[src/rtl/gfx_cmd_pkg.sv]
// Shared definitions for the SPI graphics command deserializer.
// Assumes the opcode set and payload lengths are fixed by the host protocol.
package gfx_cmd_pkg;

    localparam int PAYLOAD_MAX = 10;
    localparam int RAW_W       = PAYLOAD_MAX * 8;
    localparam int LEN_W       = $clog2(PAYLOAD_MAX + 1);

    localparam logic [7:0] OP_LINE  = 8'h01;
    localparam logic [7:0] OP_CLIP  = 8'h02;
    localparam logic [7:0] OP_CLEAR = 8'h03;
    localparam logic [7:0] OP_SWAP  = 8'h04;

    typedef logic [LEN_W-1:0] len_t;

    typedef struct packed {
        logic [7:0]  op;
        logic [15:0] xa;
        logic [15:0] ya;
        logic [15:0] xb;
        logic [15:0] yb;
        logic [7:0]  color;
        logic [7:0]  opt;
    } gfx_cmd_t;

    // True for opcodes the parser accepts.
    function automatic logic op_known(input logic [7:0] op);
        return (op == OP_LINE) || (op == OP_CLIP) || (op == OP_CLEAR) || (op == OP_SWAP);
    endfunction

    // Payload byte count following each opcode.
    function automatic len_t op_len(input logic [7:0] op);
        case (op)
            OP_LINE:  return len_t'(10);
            OP_CLIP:  return len_t'(8);
            OP_CLEAR: return len_t'(1);
            default:  return len_t'(0);
        endcase
    endfunction

    // Maps raw payload bytes (byte i at bits 8*i+7:8*i) to decoded fields.
    function automatic gfx_cmd_t build_cmd(input logic [7:0] op, input logic [RAW_W-1:0] raw);
        gfx_cmd_t c;
        c    = '0;
        c.op = op;
        if (op == OP_LINE || op == OP_CLIP) begin
            c.xa = {raw[0*8 +: 8], raw[1*8 +: 8]};
            c.ya = {raw[2*8 +: 8], raw[3*8 +: 8]};
            c.xb = {raw[4*8 +: 8], raw[5*8 +: 8]};
            c.yb = {raw[6*8 +: 8], raw[7*8 +: 8]};
        end
        if (op == OP_LINE) begin
            c.color = raw[8*8 +: 8];
            c.opt   = raw[9*8 +: 8];
        end
        if (op == OP_CLEAR) begin
            c.color = raw[0 +: 8];
        end
        return c;
    endfunction

endpackage

[src/rtl/spi_byte_rx.sv]
// SPI mode-0 byte receiver in the system clock domain.
// Assumes SCK runs well below half the system clock so every SCK level
// lasts at least two system cycles after synchronisation.
module spi_byte_rx #(
    parameter int WORD_W = 8,
    parameter int SYNC_N = 2
) (
    input  logic              clk,
    input  logic              rst_n,
    input  logic              sck,
    input  logic              cs_n,
    input  logic              mosi,
    output logic              frame_act,
    output logic              byte_vld,
    output logic [WORD_W-1:0] byte_data
);
    localparam int CNT_W = $clog2(WORD_W);

    logic [SYNC_N:0]     sck_q;
    logic [SYNC_N-1:0]   cs_q;
    logic [SYNC_N-1:0]   mosi_q;
    logic [CNT_W-1:0]    bit_cnt;
    logic [WORD_W-1:0]   shreg;
    logic                sck_rise;
    logic                mosi_s;

    // Synchronise the three SPI lines; sck keeps one extra stage for edge detect.
    always_ff @(posedge clk) begin
        if (!rst_n) begin
            sck_q  <= '0;
            cs_q   <= '1;
            mosi_q <= '0;
        end else begin
            sck_q  <= {sck_q[SYNC_N-1:0], sck};
            cs_q   <= {cs_q[SYNC_N-2:0], cs_n};
            mosi_q <= {mosi_q[SYNC_N-2:0], mosi};
        end
    end

    assign sck_rise  = sck_q[SYNC_N-1] & ~sck_q[SYNC_N];
    assign frame_act = ~cs_q[SYNC_N-1];
    assign mosi_s    = mosi_q[SYNC_N-1];

    // Shift in bits on each rising edge and flag each finished word.
    always_ff @(posedge clk) begin
        if (!rst_n) begin
            bit_cnt   <= '0;
            shreg     <= '0;
            byte_vld  <= 1'b0;
            byte_data <= '0;
        end else begin
            byte_vld <= 1'b0;
            if (!frame_act) begin
                bit_cnt <= '0;
            end else if (sck_rise) begin
                shreg   <= {shreg[WORD_W-2:0], mosi_s};
                bit_cnt <= bit_cnt + 1'b1;
                if (bit_cnt == CNT_W'(WORD_W - 1)) begin
                    bit_cnt   <= '0;
                    byte_vld  <= 1'b1;
                    byte_data <= {shreg[WORD_W-2:0], mosi_s};
                end
            end
        end
    end

    // a word can only complete while the frame was active
    p_byte_in_frame_r2: assert property (@(posedge clk) disable iff (!rst_n)
        byte_vld |-> $past(frame_act));

    // bit counter is cleared whenever the frame is closed
    p_cnt_clear_r7: assert property (@(posedge clk) disable iff (!rst_n)
        !frame_act |=> (bit_cnt == '0));

endmodule

[src/rtl/cmd_parser.sv]
// Opcode/payload state machine: collects payload bytes per opcode and
// emits one decoded command pulse when the last byte arrives.
// Assumes byte_vld pulses are separated by several cycles.
module cmd_parser
    import gfx_cmd_pkg::*;
(
    input  logic       clk,
    input  logic       rst_n,
    input  logic       frame_act,
    input  logic       byte_vld,
    input  logic [7:0] byte_data,
    output logic       done,
    output gfx_cmd_t   done_cmd,
    output logic       opc_err
);
    typedef enum logic [0:0] {ST_OPC, ST_PAY} state_t;

    state_t           state;
    logic [7:0]       op_q;
    len_t             need;
    len_t             idx;
    logic [RAW_W-1:0] raw;
    logic [RAW_W-1:0] raw_next;

    // Payload image including the byte arriving this cycle.
    always_comb begin
        raw_next = raw;
        raw_next[8*idx +: 8] = byte_data;
    end

    // Track opcode and payload position, emit completed commands.
    always_ff @(posedge clk) begin
        if (!rst_n) begin
            state    <= ST_OPC;
            op_q     <= '0;
            need     <= '0;
            idx      <= '0;
            raw      <= '0;
            done     <= 1'b0;
            done_cmd <= '0;
            opc_err  <= 1'b0;
        end else begin
            done <= 1'b0;
            if (!frame_act) begin
                state <= ST_OPC;
                idx   <= '0;
            end else if (byte_vld) begin
                case (state)
                    ST_OPC: begin
                        if (!op_known(byte_data)) begin
                            opc_err <= 1'b1;
                        end else if (op_len(byte_data) == '0) begin
                            done     <= 1'b1;
                            done_cmd <= build_cmd(byte_data, '0);
                        end else begin
                            op_q  <= byte_data;
                            need  <= op_len(byte_data);
                            idx   <= '0;
                            raw   <= '0;
                            state <= ST_PAY;
                        end
                    end
                    default: begin
                        raw <= raw_next;
                        idx <= idx + 1'b1;
                        if (idx == need - 1'b1) begin
                            done     <= 1'b1;
                            done_cmd <= build_cmd(op_q, raw_next);
                            idx      <= '0;
                            state    <= ST_OPC;
                        end
                    end
                endcase
            end
        end
    end

    // payload index stays inside the opcode's length
    p_idx_bound_r3: assert property (@(posedge clk) disable iff (!rst_n)
        (state == ST_PAY) |-> (idx < need));

    // unknown-opcode flag is sticky
    p_sticky_opc_r8: assert property (@(posedge clk) disable iff (!rst_n)
        opc_err |=> opc_err);

    // a closed frame always returns the parser to opcode wait
    p_abort_r7: assert property (@(posedge clk) disable iff (!rst_n)
        !frame_act |=> (state == ST_OPC));

endmodule

[src/rtl/cmd_fifo.sv]
// Show-ahead queue of decoded commands. A write into a full queue is
// dropped and flagged; assumes one write at most per cycle.
module cmd_fifo
    import gfx_cmd_pkg::*;
#(
    parameter int DEPTH = 8
) (
    input  logic     clk,
    input  logic     rst_n,
    input  logic     wr,
    input  gfx_cmd_t wr_data,
    input  logic     rd,
    output logic     not_empty,
    output gfx_cmd_t rd_data,
    output logic     ovf
);
    localparam int PTR_W = (DEPTH > 1) ? $clog2(DEPTH) : 1;
    localparam int CNT_W = $clog2(DEPTH + 1);

    gfx_cmd_t         mem [DEPTH];
    logic [PTR_W-1:0] wp;
    logic [PTR_W-1:0] rp;
    logic [CNT_W-1:0] count;
    logic             full;
    logic             do_wr;
    logic             do_rd;

    assign full      = (count == CNT_W'(DEPTH));
    assign not_empty = (count != '0);
    assign do_wr     = wr & ~full;
    assign do_rd     = rd & not_empty;
    assign rd_data   = mem[rp];

    // Storage write, no reset needed.
    always_ff @(posedge clk) begin
        if (do_wr) mem[wp] <= wr_data;
    end

    // Pointers, occupancy and sticky overflow.
    always_ff @(posedge clk) begin
        if (!rst_n) begin
            wp    <= '0;
            rp    <= '0;
            count <= '0;
            ovf   <= 1'b0;
        end else begin
            if (do_wr) wp <= (wp == PTR_W'(DEPTH - 1)) ? '0 : wp + 1'b1;
            if (do_rd) rp <= (rp == PTR_W'(DEPTH - 1)) ? '0 : rp + 1'b1;
            case ({do_wr, do_rd})
                2'b10:   count <= count + 1'b1;
                2'b01:   count <= count - 1'b1;
                default: count <= count;
            endcase
            if (wr && full) ovf <= 1'b1;
        end
    end

    // occupancy never exceeds the depth
    p_no_overflow_r10: assert property (@(posedge clk) disable iff (!rst_n)
        count <= CNT_W'(DEPTH));

    // a dropped write leaves occupancy untouched
    p_drop_keeps_r10: assert property (@(posedge clk) disable iff (!rst_n)
        (wr && full && !rd) |=> (count == $past(count)));

    // overflow flag is sticky
    p_sticky_ovf_r10: assert property (@(posedge clk) disable iff (!rst_n)
        ovf |=> ovf);

    // a read from a non-empty queue lowers occupancy when nothing is written
    p_pop_r9: assert property (@(posedge clk) disable iff (!rst_n)
        (rd && not_empty && !wr) |=> (count == $past(count) - 1'b1));

endmodule

[src/rtl/gfx_cmd_deser.sv]
// Top: SPI receiver -> command parser -> decoded command queue.
// Assumes the SPI clock is at most about a sixth of clk.
module gfx_cmd_deser
    import gfx_cmd_pkg::*;
#(
    parameter int DEPTH = 8
) (
    input  logic        clk,
    input  logic        rst_n,
    input  logic        spi_sck,
    input  logic        spi_cs_n,
    input  logic        spi_mosi,
    input  logic        cmd_ready,
    output logic        cmd_valid,
    output logic [7:0]  cmd_opcode,
    output logic [15:0] cmd_xa,
    output logic [15:0] cmd_ya,
    output logic [15:0] cmd_xb,
    output logic [15:0] cmd_yb,
    output logic [7:0]  cmd_color,
    output logic [7:0]  cmd_option,
    output logic        err_opcode,
    output logic        err_overflow
);
    logic       frame_act;
    logic       byte_vld;
    logic [7:0] byte_data;
    logic       done;
    gfx_cmd_t   done_cmd;
    gfx_cmd_t   head;

    spi_byte_rx #(.WORD_W(8), .SYNC_N(2)) i_rx (
        .clk       (clk),
        .rst_n     (rst_n),
        .sck       (spi_sck),
        .cs_n      (spi_cs_n),
        .mosi      (spi_mosi),
        .frame_act (frame_act),
        .byte_vld  (byte_vld),
        .byte_data (byte_data)
    );

    cmd_parser i_parse (
        .clk       (clk),
        .rst_n     (rst_n),
        .frame_act (frame_act),
        .byte_vld  (byte_vld),
        .byte_data (byte_data),
        .done      (done),
        .done_cmd  (done_cmd),
        .opc_err   (err_opcode)
    );

    cmd_fifo #(.DEPTH(DEPTH)) i_q (
        .clk       (clk),
        .rst_n     (rst_n),
        .wr        (done),
        .wr_data   (done_cmd),
        .rd        (cmd_ready),
        .not_empty (cmd_valid),
        .rd_data   (head),
        .ovf       (err_overflow)
    );

    assign cmd_opcode = head.op;
    assign cmd_xa     = head.xa;
    assign cmd_ya     = head.ya;
    assign cmd_xb     = head.xb;
    assign cmd_yb     = head.yb;
    assign cmd_color  = head.color;
    assign cmd_option = head.opt;

    // an entry presented to the engine always carries a known opcode
    p_valid_known_r9: assert property (@(posedge clk) disable iff (!rst_n)
        cmd_valid |-> op_known(cmd_opcode));

endmodule

[config.mk]
export PLATFORM = sky130hd
export DESIGN_NAME = gfx_cmd_deser
export DESIGN_NICKNAME = d
export VERILOG_FILES = /design/src/rtl/gfx_cmd_pkg.sv /design/src/rtl/spi_byte_rx.sv /design/src/rtl/cmd_parser.sv /design/src/rtl/cmd_fifo.sv /design/src/rtl/gfx_cmd_deser.sv
export SDC_FILE = /design/constraint.sdc
export NUM_CORES = 1
export LEC_CHECK = 0
export BUFFER_PORTS_ARGS = -buffer_cell sky130_fd_sc_hd__buf_2
export CAP_MARGIN = 20
export CORE_MARGIN = 2
export CORE_UTILIZATION = 45
export DETAILED_ROUTE_END_ITERATION = 10
export SYNTH_ARGS = -nofsm -noshare
export SYNTH_HDL_FRONTEND = slang
export SYNTH_HIERARCHICAL = 1
export SYNTH_SLANG_ARGS = --single-unit
[constraint.sdc]
create_clock -name clk -period 12.55 [get_ports clk]
set_input_delay 1.8825 -clock clk [delete_from_list [all_inputs] [get_ports clk]]
set_output_delay 1.8825 -clock clk [all_outputs]
set_load 0.02 [all_outputs]
==> results of run 1 <==
[per-stage QoR]
stage	power (mW)	hold slack, ps
floorplan	3.34	386
global placement	3.35	403
detailed placement	3.35	393
CTS	6.19	408
global route	6.31	420
finish	6.13	407
[worst register-to-register path, cell delays in order, from the launching register on]
cell,delay (ps)
dfxtp_1,340
inv_1,220
nand2_1,150
nor2_1,620
a31o_2,570
nand4_1,860
buf_4,570
o2bb2ai_1,230
[report_power, final]
group | total, mW | leakage, nW | switching (mW) | internal (mW)
combinational | 0.0183 | 3.37 | 0.0150 | 0.00336
sequential | 3.26 | 9.69 | 0.000577 | 3.26
clock | 2.84 | 1.56 | 1.14 | 1.71
[sequential cells by signal, summed over array words and instances (netlist names), 2 cells and up, named ones only]
name and cells:
i_q/rp 3, i_rx/bit_cnt 3, i_q/count 4, i_parse/need 3
i_q/wp 3, i_parse/op_q 8, i_rx/sck_q 3, i_parse/raw 80
i_parse/done_cmd 88, i_q/mem 704, i_rx/byte_data 8, i_rx/cs_q 2
i_rx/shreg 7, i_rx/mosi_q 2, i_parse/idx 4
[final cells by class]
class	instances	area share
clock buffers	136	0.0663
well taps	1050	0.0322
flip-flops and latches	930	0.629
inverters	11	0.00101
multi-input cells	989	0.239
repair buffers	136	0.0209
clock inverters	41	0.0118
[per-layer routing]
layer  global-route usage  routed length (um)  vias up
met5                    0                   0        -
met4               0.0546                1480        0
met3               0.0344                4080       96
met2                0.313               38500      491
met1                0.273               35300     9977
li1                     -                   -     8436
[logic make-up after synthesis]
kind of cell | after synthesis | share of synthesized area
multiplexers | 343 | 0.160
flip-flops | 930 | 0.712
adder cells (fa/ha/maj) | 13 | 0.00451
buffers and inverters | 145 | 0.0197
AND/OR/NAND/NOR | 366 | 0.0511
AO/OA/AOI/OAI | 257 | 0.0509
XOR/XNOR | 10 | 0.00243
[cell usage in the layout, fill, tap and decap left out, types with 5 or more instances in the layout]
master	count
a22o_1	19
dfxtp_1	223
edfxtp_1	704
buf_4	34
a22oi_1	24
nand4_1	19
and2_1	19
mux2_2	97
mux4_2	176
clkbuf_1	27
o22ai_1	20
nand2_1	124
buf_2	96
a31oi_1	14
xnor2_1	6
nand3b_1	6
nor3b_1	12
ha_1	13
and3_1	8
or3_1	5
nor2_1	61
clkbuf_8	11
nor3_1	12
clkinv_1	8
clkinv_2	14
mux2i_1	70
o21ai_0	33
nor3_2	6
bufinv_16	10
clkbuf_16	98
a21oi_1	45
nor2b_1	6
inv_1	10
a21boi_1	6
nand2b_1	7
nand3_1	50
a211oi_1	9
o2bb2ai_1	56
[final timing paths]
path / from / to / slack, ps / cells after the start
min: i_rx/cs_q[0]$_SDFF_PN1_ / i_rx/cs_q[1]$_SDFF_PN1_ / 410 / 1
min reg2reg: i_rx/cs_q[0]$_SDFF_PN1_ / i_rx/cs_q[1]$_SDFF_PN1_ / 410 / 1
max: register / cmd_ya[7] / 7160 / 4
max reg2reg: i_rx/cs_q[1]$_SDFF_PN1_ / i_parse/done_cmd[34]$_SDFFE_PN0P_ / 8920 / 7
==> flow_metrics.tcl, run 1 <==
set metrics [dict create \
    vias 19000 \
    ir_worst_vdd_mv 0.129 \
    drt_iter0_drc 1557 \
    worst_slew_pin_slew_ps 1100 \
    cts_tree "done" \
    ys_ff_latch 930 \
    drive_gt1_frac 0.258 \
    relSlewSlack 0.259 \
    synthFlopType "edfxtp_1" \
    synth_edf_count 704 \
    design_area_mm2 0.0408 \
    wl_per_cell_um 24.1 \
    holdBufCountCts 0 \
    synth_commonest_cells "edfxtp_1, dfxtp_1, mux4_2" \
    finalCoreUtilization 0.516 \
    cap_violations 0 \
    crit_family "buffers and inverters" \
    fin_setup_tns_ps 0 \
    yosysWarnings 6 \
    crit_chain "buf_4 -> mux4_2 -> mux2_2 -> buf_2" \
    status "complete, no violations" \
    ios 97 \
    clock-root-buffer "clkbuf_16" \
    crit_fanout 43 \
    yosysMostFrequentCell "edfxtp_1" \
    worst_clock_skew_ps 31.5 \
    rsz0062_at_grt "no" \
    drt-total-wl_um 79400 \
    critPathArrivalTime_ps 3510 \
    cts_resized 0 \
    synth_area_mm2 0.0361 \
    cts_buffers 95 \
    die_h_um 287 \
    synth-async-reset-ratio 0 \
    finalWorstSetupSlack_ps 7160 \
    max_stage_delay_ps 920 \
    ff_latch_area_mm2 0.0257 \
    yosysTopAreaCellShare 0.586 \
    min_period_ps 5390 \
    ant_nets 0 \
    cts.sinks 930 \
    areaGrowthSynthToFinish_pct 13.2 \
    clock_path_buffers 3 \
    synth_largest_area_cell "edfxtp_1" \
    pre_cts_ws_ps 7670 \
    overflow 0 \
    timing.fmax_mhz 185 \
    clkLatencyLatePin_ps 640 \
    rows 103 \
    grt_start_max_net_pins 95 \
    worst-path-buf-inv 2 \
    syn_inst 2064 \
    drtPass1Iterations 5 \
    finalSetupViolCount 0 \
    multiInputGateArea_mm2 0.00974 \
    grt_pass1_vias 19500 \
    initial_core_util 0.456 \
    nets 2182 \
    yosysUniqueCellTypes 68 \
    antenna_cells 0 \
    syn-num-nets 2083 \
    finalCritPeriodShare 0.430 \
    gp_congestion 0.838 \
    clk_pin_slew_ps 60 \
    cts_setup_buffers 0 \
    synth_area_per_cell_um2 17.5 \
    required_ps 10670 \
    io_buffers 96 \
    placed_cell_area_mm2 0.0376 \
    dpl.cell_count 3115 \
    antenna_found_initial 0 \
    cp_slowest_cell "dfxtp_4" \
    die_w_um 287 \
    hold_viol 0 \
    fin_cells 3293 \
    gr-usage-all-layers 0.194 \
    netlist_top_cells_area "edfxtp_1, dfxtp_1, mux4_2, mux2_2, mux2i_1" \
    min_path_type "reg2reg" \
    viasPerCell 5.77 \
    crit_path_start_kind "register" \
    grt_first_pass_wirelength_um 121000 \
    hpwl_um 43200 \
    report.final.slew_viol_count 0 \
    remaining_drc_errors 0 \
    core_mm2 0.0791 \
    fillers 6368 \
    powerDensity_mw_per_mm2 150 \
    end_kind "output pin" \
    p_leak_nw 14.6 \
    dieArea_mm2 0.0824 \
    ys_seq_area_frac 0.712 \
    crit_type "reg2out" \
    cts_max_level 3 \
]
No activity file was read; power rests on OpenSTA's default activity.
==> inputs of run 2 (changes only) <==
==> constraint.sdc (replaced) <==
create_clock -name clk -period 5 [get_ports clk]
set_input_delay 0.75 -clock clk [delete_from_list [all_inputs] [get_ports clk]]
set_output_delay 0.75 -clock clk [all_outputs]
set_load 0.02 [all_outputs]
==> run 2 against run 1 <==
  * Worst setup slack got worse by 6000 ps
  * Design area about the same
  * Critical path depth did not move
  * Register-to-register slack lost 7600 ps
  * Sequential power rose to 2.5 times the previous value
  * Sequential share of layout area is essentially flat
  * Via count about the same
  * Non-clock buffer count is 14 higher
  * Wire length grew 0.41%
  * Cell count increased by 0.27%
  * Critical path type unchanged
  * Critical endpoint is now cmd_ya[6]
==> flow_metrics.tcl, run 2 (synthesis gave the netlist of run 1 again) <==
set metrics [dict create \
    top_regs "i_q/mem x704, i_parse/done_cmd x88, i_parse/raw x80" \
    rsz0062_at_grt "no" \
    ir_worst_vdd_mv 0.249 \
    grt_pass1_vias 19700 \
    rows 103 \
    relSlewSlack 0.233 \
    worstRegToRegCells 8 \
    cts_resized 0 \
    finalCritPeriodShare 0.773 \
    cts_tree "done" \
    worst_clock_skew_ps 17.5 \
    end_kind "output pin" \
    drive_gt1_frac 0.266 \
    io_buffers 96 \
    viasPerCell 5.75 \
    max_stage_delay_ps 990 \
    crit_type "reg2out" \
    overflow 0 \
    crit_chain "buf_12 -> mux4_2 -> mux2_2 -> buf_2" \
    crit_path_start_kind "register" \
    min_path_type "in2reg" \
    drt-total-wl_um 79700 \
    core_mm2 0.0791 \
    drt_iter0_drc 1409 \
    layout_commonest_cell "edfxtp_1" \
    cts_setup_buffers 0 \
    gp_congestion 0.934 \
    hold_depth 2 \
    p_leak_nw 14.6 \
    initial_core_util 0.456 \
    clock_path_buffers 3 \
    drtPass1Iterations 6 \
    clk_pin_slew_ps 60 \
    holdBufCountCts 0 \
    ios 97 \
    min_period_ps 3870 \
    cts_max_level 3 \
    ff_latch_area_mm2 0.0257 \
    hpwl_um 45200 \
    antenna_found_initial 1 \
    cp_slowest_cell "dfxtp_4" \
    clkLatencyLatePin_ps 630 \
    layout_common_cells "edfxtp_1, dfxtp_1, mux4_2, nand2_1, buf_2" \
    multiInputGateArea_mm2 0.00975 \
    nets 2194 \
    clock-root-buffer "clkbuf_16" \
    powerDensity_mw_per_mm2 370 \
    crit_fanout 40 \
    finalCoreUtilization 0.516 \
    required_ps 4250 \
    fillers 6413 \
    pre_cts_ws_ps 1480 \
    cts_buffers 93 \
    largest_reg_flops 704 \
    cap_violations 0 \
    cts.sinks 930 \
    finalSetupViolCount 0 \
    report.final.slew_viol_count 0 \
    grt_start_max_net_pins 89 \
    status "complete, no violations" \
    grt_first_pass_wirelength_um 121000 \
    worst_slew_pin_slew_ps 1150 \
    dieArea_mm2 0.0824 \
    die_w_um 287 \
    gr-usage-all-layers 0.195 \
    areaGrowthSynthToFinish_pct 13.3 \
    die_h_um 287 \
    hold_viol 0 \
    timing.fmax_mhz 259 \
    top_register "i_q/mem" \
    remaining_drc_errors 0 \
    ant_nets 0 \
    antenna_cells 0 \
    whs_ps 323 \
    vias 19000 \
    critPathArrivalTime_ps 3120 \
    finalWorstSetupSlack_ps 1130 \
    wl_per_cell_um 24.1 \
    p_total_mw 15.1 \
]
## run 2: cell types whose count changed in the layout (fill, tap and decap cells not counted), moves of 2 or more
cell	delta
clkbuf_2	+2
clkbuf_1	-8
clkinv_4	-3
buf_12	+5
clkinv_1	-3
clkbuf_8	+6
buf_4	+9
buf_2	+2
clkinvlp_4	+3
bufinv_16	-6
clkinv_2	+4
## run 2: path summary, 6_finish.rpt
check	startpoint	end	slack, ps
max	register	cmd_ya[6]	1130
max reg2reg	i_parse/idx[0]$_SDFFE_PN0P_	i_parse/raw[41]$_SDFFE_PN0P_	1350
min reg2reg	i_rx/cs_q[0]$_SDFF_PN1_	i_rx/cs_q[1]$_SDFF_PN1_	440
min	spi_sck	i_rx/sck_q[0]$_SDFF_PN0_	320
## run 2: through the flow
stage | cell area (um^2) | TNS (ps) | std cells
after CTS | 40800 | 0 | 3301
final | 40800 | 0 | 3302
after floorplan | 36100 | -789040 | 2064
after detailed placement | 37800 | 0 | 3129
after global routing | 40800 | 0 | 3302
after global placement | 37800 | 0 | 3128
## run 2: report_power, final
group	switching, mW	internal, mW	leakage, nW
clock	2.84	4.02	1.50
sequential	0.00148	8.19	9.69
combinational	0.0363	0.00844	3.45
## run 2: worst max-delay path: cells and delay by family (launching register included)
kind | cells | cell delay (ps)
mux | 2 | 860
buf+inv | 2 | 570
flops | 1 | 990
## run 2: layout make-up
cell class / count / area share
clock inverters: 37 / 0.00775
repair buffers: 150 / 0.0243
inverters: 11 / 0.00101
flip-flops and latches: 930 / 0.629
clock buffers: 135 / 0.0672
multi-input cells: 989 / 0.239
well taps: 1050 / 0.0322
## run 2: routing by layer
metal  share of wire  GRT usage  vias to the layer above  routed length [um]
met5         0.00023          0                        -                  18
met4           0.019     0.0547                        2                1500
met3           0.052     0.0295                       99                4160
met2            0.50      0.327                      536               39700
met1            0.43      0.267                     9921               34400
li1                -          -                     8445                   -
==> inputs of run 3 (changes only) <==
==> constraint.sdc (replaced) <==
create_clock -name clk -period 3.96 [get_ports clk]
set_input_delay 0.594 -clock clk [delete_from_list [all_inputs] [get_ports clk]]
set_output_delay 0.594 -clock clk [all_outputs]
set_load 0.02 [all_outputs]
==> run 3 against run 2 <==
  * Register-to-register slack got worse by 550 ps
  * Clock skew decreased by 2.9 ps
  * Global-route usage decreased by 0.47 points
  * Count of clock-buffer cells in the layout decreased by 8
  * Critical path depth unchanged
  * Largest cell class unchanged
  * Highest routed layer is now met4
==> flow_metrics.tcl, run 3 (synthesis gave the netlist of run 1 again) <==
set metrics [dict create \
    status "complete, no violations" \
    report.final.slew_viol_count 0 \
    min_path_type "in2reg" \
    relSlewSlack 0.283 \
    antenna_cells 0 \
    largest_reg_flops 704 \
    grt_pass1_vias 19500 \
    rows 103 \
    clock_path_buffers 3 \
    timing.fmax_mhz 290 \
    r2r_slack_ps 800 \
    ff_latch_area_mm2 0.0257 \
    grt_start_max_net_pins 89 \
    finalCoreUtilization 0.517 \
    clkLatencyLatePin_ps 630 \
    worst_slew_pin_slew_ps 1070 \
    io_buffers 96 \
    die_w_um 287 \
    cts.sinks 930 \
    clk_pin_slew_ps 60 \
    ios 97 \
    drtPass1Iterations 6 \
    fin_setup_tns_ps 0 \
    r2r_end "i_parse/raw[58]$_SDFFE_PN0P_" \
    crit_path_start_kind "register" \
    holdCritStartpoint "spi_cs_n" \
    multiInputGateArea_mm2 0.00978 \
    die_h_um 287 \
    drt_iter0_drc 1537 \
    cts_max_level 3 \
    cts_setup_buffers 0 \
    p_leak_nw 14.7 \
    fin_cells 3312 \
    areaGrowthSynthToFinish_pct 13.5 \
    finalCritPeriodShare 0.871 \
    worst_clock_skew_ps 14.6 \
    regToRegStartpoint "i_parse/idx[2]$_SDFFE_PN0P_" \
    cts_resized 0 \
    top_register "i_q/mem" \
    core_mm2 0.0791 \
    layout_common_cells "edfxtp_1, dfxtp_1, mux4_2, nand2_1, clkbuf_16" \
    gp_congestion 0.898 \
    rsz0062_at_grt "no" \
    remaining_drc_errors 0 \
    worstRegToRegCells 7 \
    end_kind "output pin" \
    nets 2204 \
    drt-total-wl_um 78300 \
    crit_fanout 53 \
    overflow 0 \
    holdBufCountCts 0 \
    layout_commonest_cell "edfxtp_1" \
    vias 19100 \
    drive_gt1_frac 0.264 \
    powerDensity_mw_per_mm2 464 \
    wl_per_cell_um 23.7 \
    required_ps 3370 \
    min_period_ps 3450 \
    initial_core_util 0.456 \
    hold_viol 0 \
    cts_buffers 93 \
    fillers 6396 \
    grt_first_pass_wirelength_um 120000 \
    antenna_found_initial 0 \
    dieArea_mm2 0.0824 \
    crit_type "reg2out" \
    ant_nets 0 \
    top_regs "i_q/mem x704, i_parse/done_cmd x88, i_parse/raw x80" \
    ir_worst_vdd_mv 0.334 \
    clock-root-buffer "clkbuf_16" \
    worstSetupEndpoint "cmd_ya[5]" \
    cap_violations 0 \
    cts_tree "done" \
    gr-usage-all-layers 0.190 \
    viasPerCell 5.77 \
    dpl.cell_count 3140 \
    hpwl_um 44400 \
    critPathArrivalTime_ps 2850 \
    finalSetupViolCount 0 \
]
-- run 3: cell types whose count changed in the layout (fill, tap and decap cells not counted), moves of 4 or more --
cell	change
clkbuf_1	+4
clkbuf_8	-12
buf_4	+9
clkinv_1	+11
nor3_4	+4
-- run 3: critical path, cell delays in order (launching register included) --
cell,delay (ps)
dfxtp_4,660
buf_12,440
mux4_2,570
mux2_2,310
buf_2,170
-- run 3: stage by stage --
step           setup WS (ps)  hold WS (ps)  power, mW  cell area [um^2]
2_1_floorplan           -986           386       10.6             36100
3_3_place_gp            1020           421       10.6             37900
3_5_place_dp             967           418       10.6             37900
4_1_cts                  385           113       19.2             40900
5_1_grt                  359           140       19.6             40900
6_report                 512           145       19.0             40900
-- run 3: where the power goes --
group          internal (mW)  switching [mW]  total [mW]
clock                   5.07            3.54        8.61
combinational         0.0107          0.0463      0.0570
sequential              10.3         0.00165        10.3
total                   15.4            3.59        19.0
-- run 3: cell type report --
type | instances | share of cell area
Sequential cell | 930 | 0.627
Clock inverter | 45 | 0.00966
Timing Repair Buffer | 160 | 0.0271
Tap cell | 1050 | 0.0321
Multi-Input combinational cell | 989 | 0.239
Inverter | 11 | 0.00101
Clock buffer | 127 | 0.0639
-- run 3: worst min-delay path by stage --
stage | endpoint | depth (start not counted) | slack, ps
floorplan | i_rx/cs_q[1]$_SDFF_PN1_ | 1 | 390
global route | i_rx/cs_q[0]$_SDFF_PN1_ | 2 | 140
CTS | i_rx/cs_q[0]$_SDFF_PN1_ | 2 | 110
finish | i_rx/cs_q[0]$_SDFF_PN1_ | 2 | 140
global placement | i_rx/sck_q[1]$_SDFF_PN0_ | 1 | 420
detailed placement | i_rx/mosi_q[1]$_SDFF_PN0_ | 1 | 420
-- run 3: routing by layer --
layer / share of wire / track usage / vias up / wire length [um]
met2: 0.50 / 0.317 / 483 / 39100
met4: 0.017 / 0.0505 / 0 / 1370
met5: 0 / 0 / - / 0
met1: 0.44 / 0.265 / 10100 / 34400
li1: - / - / 8474 / -
met3: 0.045 / 0.0260 / 111 / 3540
